**src/rtl/rta_pkg.sv**
```systemverilog
package rta_pkg;

   // cycles between a row's final value and the moment its result is settled
   function automatic int drain_cycles(input int depth);
      return 2 * depth + depth * $clog2(depth) + 1;
   endfunction

   // ceil((drain-1)/min_len) + 1 tags are enough when rows are at least min_len long
   function automatic int pool_size(input int depth, input int min_len);
      return (drain_cycles(depth) - 2 + min_len) / min_len + 1;
   endfunction

   typedef enum logic [1:0] {
      SLOT_IDLE  = 2'd0,
      SLOT_OPEN  = 2'd1,
      SLOT_DRAIN = 2'd2
   } slot_state_t;

endpackage

```
**src/rtl/rta_tag_cursor.sv**
```systemverilog
module rta_tag_cursor #(
   parameter int POOL  = 17,
   parameter int TAG_W = 5
) (
   input  logic             clk,
   input  logic             rst_n,
   input  logic             open_hit,
   output logic [TAG_W-1:0] val_tag
);
   localparam logic [TAG_W-1:0] LAST_TAG = TAG_W'(POOL - 1);
   localparam bit POW2 = ((1 << TAG_W) == POOL);

   logic [TAG_W-1:0] issue_ptr;
   logic [TAG_W-1:0] row_tag;
   logic [TAG_W-1:0] step_ptr;

   generate
      if (POW2) begin : g_wrap_free
         // natural overflow wraps the pointer
         assign step_ptr = issue_ptr + 1'b1;
      end else begin : g_wrap_cmp
         assign step_ptr = (issue_ptr == LAST_TAG) ? '0 : issue_ptr + 1'b1;
      end
   endgenerate

   always_ff @(posedge clk) begin
      if (!rst_n) begin
         issue_ptr <= '0;
         row_tag   <= '0;
      end else if (open_hit) begin
         issue_ptr <= step_ptr;
         row_tag   <= issue_ptr;
      end
   end

   assign val_tag = open_hit ? issue_ptr : row_tag;

endmodule

```
**src/rtl/rta_drain_timer.sv**
```systemverilog
module rta_drain_timer
   import rta_pkg::*;
#(
   parameter int POOL  = 17,
   parameter int DRAIN = 17,
   parameter int TAG_W = 5,
   parameter int CNT_W = 5
) (
   input  logic             clk,
   input  logic             rst_n,
   input  logic             open_hit,
   input  logic             close_hit,
   input  logic [TAG_W-1:0] val_tag,
   output logic [POOL-1:0]  busy_vec,
   output logic [POOL-1:0]  strobe_vec
);
   localparam logic [CNT_W-1:0] LOAD = CNT_W'(DRAIN - 1);

   generate
      for (genvar t = 0; t < POOL; t++) begin : g_slot
         slot_state_t      st;
         logic [CNT_W-1:0] cnt;
         logic             sel;

         assign sel = (val_tag == TAG_W'(t));

         always_ff @(posedge clk) begin
            if (!rst_n) begin
               st  <= SLOT_IDLE;
               cnt <= '0;
            end else if (close_hit && sel) begin
               st  <= SLOT_DRAIN;
               cnt <= LOAD;
            end else if (open_hit && sel) begin
               st <= SLOT_OPEN;
            end else if (st == SLOT_DRAIN) begin
               if (cnt == '0) st <= SLOT_IDLE;
               else           cnt <= cnt - 1'b1;
            end
         end

         assign busy_vec[t]   = (st != SLOT_IDLE);
         assign strobe_vec[t] = (st == SLOT_DRAIN) && (cnt == '0);
      end
   endgenerate

endmodule

```
**src/rtl/rta_done_encode.sv**
```systemverilog
module rta_done_encode #(
   parameter int POOL  = 17,
   parameter int TAG_W = 5
) (
   input  logic [POOL-1:0]  strobe_vec,
   output logic             done_valid,
   output logic [TAG_W-1:0] done_tag
);
   always_comb begin
      done_tag = '0;
      for (int i = 0; i < POOL; i++) begin
         if (strobe_vec[i]) done_tag = done_tag | TAG_W'(i);
      end
   end

   assign done_valid = |strobe_vec;

endmodule

```
**src/rtl/rta_row_tag_alloc.sv**
```systemverilog
module rta_row_tag_alloc
   import rta_pkg::*;
#(
   parameter int DEPTH       = 4,
   parameter int MIN_ROW_LEN = 1,
   localparam int DRAIN      = drain_cycles(DEPTH),
   localparam int POOL       = pool_size(DEPTH, MIN_ROW_LEN),
   localparam int TAG_W      = (POOL > 1) ? $clog2(POOL) : 1,
   localparam int CNT_W      = $clog2(DRAIN + 1)
) (
   input  logic             clk,
   input  logic             rst_n,
   input  logic             in_valid,
   input  logic             in_first,
   input  logic             in_last,
   output logic [TAG_W-1:0] val_tag,
   output logic             done_valid,
   output logic [TAG_W-1:0] done_tag
);
   generate
      if (DEPTH < 1) begin : g_bad_depth
         $error("rta_row_tag_alloc: DEPTH must be at least 1");
      end
      if (MIN_ROW_LEN < 1) begin : g_bad_min
         $error("rta_row_tag_alloc: MIN_ROW_LEN must be at least 1");
      end
   endgenerate

   logic            open_hit;
   logic            close_hit;
   logic [POOL-1:0] busy_vec;
   logic [POOL-1:0] strobe_vec;

   assign open_hit  = in_valid & in_first;
   assign close_hit = in_valid & in_last;

   rta_tag_cursor #(.POOL(POOL), .TAG_W(TAG_W)) cursor_i (
      .clk      (clk),
      .rst_n    (rst_n),
      .open_hit (open_hit),
      .val_tag  (val_tag)
   );

   rta_drain_timer #(.POOL(POOL), .DRAIN(DRAIN), .TAG_W(TAG_W), .CNT_W(CNT_W)) timer_i (
      .clk        (clk),
      .rst_n      (rst_n),
      .open_hit   (open_hit),
      .close_hit  (close_hit),
      .val_tag    (val_tag),
      .busy_vec   (busy_vec),
      .strobe_vec (strobe_vec)
   );

   rta_done_encode #(.POOL(POOL), .TAG_W(TAG_W)) encode_i (
      .strobe_vec (strobe_vec),
      .done_valid (done_valid),
      .done_tag   (done_tag)
   );

endmodule

```
**config.mk**
```make
export PLATFORM = sky130hd
export DESIGN_NAME = rta_row_tag_alloc
export DESIGN_NICKNAME = d
export VERILOG_FILES = /design/src/rtl/rta_pkg.sv /design/src/rtl/rta_tag_cursor.sv /design/src/rtl/rta_drain_timer.sv /design/src/rtl/rta_done_encode.sv /design/src/rtl/rta_row_tag_alloc.sv
export SDC_FILE = /design/constraint.sdc
export NUM_CORES = 1
export LEC_CHECK = 0
export BUFFER_PORTS_ARGS = -buffer_cell sky130_fd_sc_hd__buf_2
export CORE_MARGIN = 2
export CORE_UTILIZATION = 55
export CTS_CLUSTER_SIZE = 30
export DETAILED_ROUTE_END_ITERATION = 7
export GPL_TIMING_DRIVEN = 0
export PLACE_DENSITY = 0.71
export SLEW_MARGIN = 0
export SYNTH_ARGS = -nofsm -noshare
export SYNTH_HDL_FRONTEND = slang
export SYNTH_SLANG_ARGS = --single-unit
```
**constraint.sdc**
```tcl
create_clock -name clk -period 2.8 [get_ports clk]
set_input_delay 0.56 -clock clk [delete_from_list [all_inputs] [get_ports clk]]
set_output_delay 0.56 -clock clk [all_outputs]
set_load 0.01 [all_outputs]
```
==> impl_results.md <==
* CTS tree: yes
* Clock skew at 8.13 ps
* Reg area at 2580 µm²
* Total negative slack at 0 ps
* Depth of the most critical reg-to-reg path at 5
* Multi-input gate area at 4020 µm²
* Total of max-cap violations at 0
* TritonCTS Buffers at 17
* Fmax at between 300 and 400 MHz
* Hold WS at 455 ps
* Area of the core at 12000 µm²
* Post-DR wirelength/cell at 17.5 µm
* R2R setup slack at 370 ps
* Layout cell share with drive strength beyond 1 at 15.3%
* I/O Buffers at 14
* Worst-path maximum fanout at 3
* Top cells by count, synth: 129 x dfxtp_1, 69 x a21oi_1, 62 x inv_1
* Via Count at 6210
* Ys flop type: dfxtp_1
* Total power at 0.00423 W
* Residual DRC at 0
* Critical path class: flip-flop to output port
* Required @ worst endpoint at about 2200 ps
* Vias/cell at approximately 6.3
* Grt total ovfl at 0
* Cell area power density at 542 nW/µm²
* Clock tree buffer depth at 2
* Final hold vios at 0
* Clock latency on the worst-skew pair at 430 ps
* Hold Path Class: flip-flop to flip-flop
* N_diodes at 0
* Placed Area at 7030 µm²
* Worst reg2reg path startpoint: cursor_i.issue_ptr[0]
* Final Max Tran Viols at 0
* Design Area, Final at roughly 8000 µm²
* Synth warn at 0
* Routed Antenna Nets at 0
* Worst setup SP type: flip-flop
* Worst Setup End Kind: output port
* Synth top area cells: dfxtp_1 38%, a21oi_1 5.1%, or3_1 4.6%
* Vias in the first global route at slightly below 6000
* CTS H-tree depth at 4
* Final nets at roughly 840
* Total track usage at between 20% and 30%
* First-pass GRT wire length at 28000 µm
* Avg Inst Size Synth at approximately 8.6 µm²
* Chip height at 115 µm
* Leading area contributor after synthesis: dfxtp_1
* Min Tclk post-route at 2750 ps
* Area grow syn2layout at 15.2%
* Least-Margin Pin Slew at about 1000 ps
* Seq/Total Area, Yosys at 38.1%
* Worst r2r dst: timer_i.g_slot[13].st[0]
* Run status: finished, final reports clean
* Clock transition at the registers of the reported paths at 50 ps
* Placed cell count at 946
* Io pins at 16
* Cell variety after synth at 68
* Syn nets at slightly above 800
* Pleak at 2.87 nW
* Non-Filler Instances at between 900 and 1000
* Initial core utilization at 56.4%
* Post-synth EDFFs at 0
* # setup viols final at 0
* Hold_buf cts at 0
* DR iter-0 viols at roughly 600
* Final period util at 98.1%
* Mapped Area at about 6800 µm²
* Max-Slew Margin vs Limit at 30.0%
* Setup crit end: done_valid
* Initial antenna violation count at 0
* RD Place Congestion at 0.920
* Row cnt at 40
* HPWL after DPL at about 12000 µm
* Final WL at 17100 µm
* Worst Setup SP: timer_i.g_slot[14].cnt[0]
* RSZ-0062 raised after global routing: false
* Arr. time, crit path at 2190 ps
* FFs w/ async S/R, synth at 0%
* Filler instances at 979
* First-pass DRT Iterations at 5
* Most numerous cell in the Yosys netlist: dfxtp_1
* Pin count of the biggest net entering global routing at 17
* DIE AREA at around 13000 µm²
* #FFs+latches synth at around 130
* Root buffer cell: clkbuf_16
* Worst vdd ir at 572 µV
* Die X at roughly 120 µm
* Syn Inst Count at ~790
* # clock sinks at 129
* Post-synth top area share at about two fifths
registers in the layout, indices dropped and copies added (netlist names):
| register | cells |
|---|---|
| timer_i.g_slot.st | 34 |
| cursor_i.row_tag | 5 |
| cursor_i.issue_ptr | 5 |
| timer_i.g_slot.cnt | 85 |
stage by stage:
stage	setup WS [ps]	util [%]
final	53.4	65.0
after global routing	4.00	65.0
after CTS	2.47	64.3
after detailed placement	-55.2	58.6
after global placement	-54.2	58.6
after floorplan	585	-
critical path, stage by stage, from the launching register on:
cell and delay [ps]:
dfxtp_1 320, inv_2 60, ha_2 160, or3b_4 390
o32a_1 390, and4_4 200, nand4_1 100, buf_2 140
repair_timing:
item                       CTS  global route
pin swaps                    2             2
buffers inserted             1             1
resized for setup           19            14
hold endpoints to repair     0             0
setup endpoints to repair    5             4
power by group:
group | total (W) | switching [W] | internal (W) | leakage [nW]
Clock | 0.00223 | 0.000772 | 0.00145 | 0.290
Sequential | 0.00185 | 0.00000531 | 0.00184 | 1.04
Combinational | 0.000159 | 0.000112 | 0.0000472 | 1.54
Total | 0.00423 | 0.000890 | 0.00334 | 2.87
cell families after synthesis:
family                     after synthesis  share of synthesized area (%)
xor gates and xnor gates                 3                          0.388
and+or+nand+nor                        286                           25.8
adders and majority gates               19                           3.51
buffers and inverters                   88                           5.28
muxes                                    6                           1.07
DFF                                    129                           38.1
AOI/OAI and AO/OA                      254                           25.9
layout make-up:
type	count	share of cell area, %
multi-input combinational	568	51.4
clock buffer	24	6.17
timing repair buffer	16	1.09
sequential	129	33.1
buffer	25	1.55
tap	147	2.35
clock inverter	6	1.35
inverter	63	3.03
placed cells by master, fill, tap and decap left out, types with 7 or more instances in the layout:
cell type,instances
nand2b_1,14
clkbuf_16,17
a21oi_1,69
dfxtp_1,129
nand2_1,23
nand3b_1,7
o41ai_1,11
ha_1,18
nand3_1,12
a211oi_1,10
o21ai_0,57
nor3_1,9
inv_1,61
clkbuf_1,13
nor2b_1,16
or3_1,49
o21a_1,10
a21boi_0,22
or2_2,7
and2_1,9
or4_1,36
o41ai_2,11
or3b_2,9
nor2_1,45
o31ai_1,23
nor4_1,11
buf_2,24
per-layer routing:
layer  wire length (µm)  vias up  global-route usage (%)
met5                  0        -                       0
met4                372        0                    9.80
met3               1140       39                    7.17
met2               8300      188                    45.2
met1               7310     2954                    33.2
li1                   -     3029                       -
how the worst min path moves through the flow:
stage | from | to | slack [ps] | cells past startpoint
2_1_floorplan | timer_i.g_slot[12].st[0] | timer_i.g_slot[12].st[0] | 420 | 2
3_3_place_gp | timer_i.g_slot[13].st[0] | timer_i.g_slot[13].st[0] | 430 | 2
3_5_place_dp | timer_i.g_slot[13].st[0] | timer_i.g_slot[13].st[0] | 440 | 2
4_1_cts | timer_i.g_slot[8].st[0] | timer_i.g_slot[8].st[0] | 460 | 2
5_1_grt | timer_i.g_slot[12].st[0] | timer_i.g_slot[12].st[0] | 490 | 2
6_report | timer_i.g_slot[8].st[0] | timer_i.g_slot[8].st[0] | 450 | 2
(Power assumes the default switching activity.)
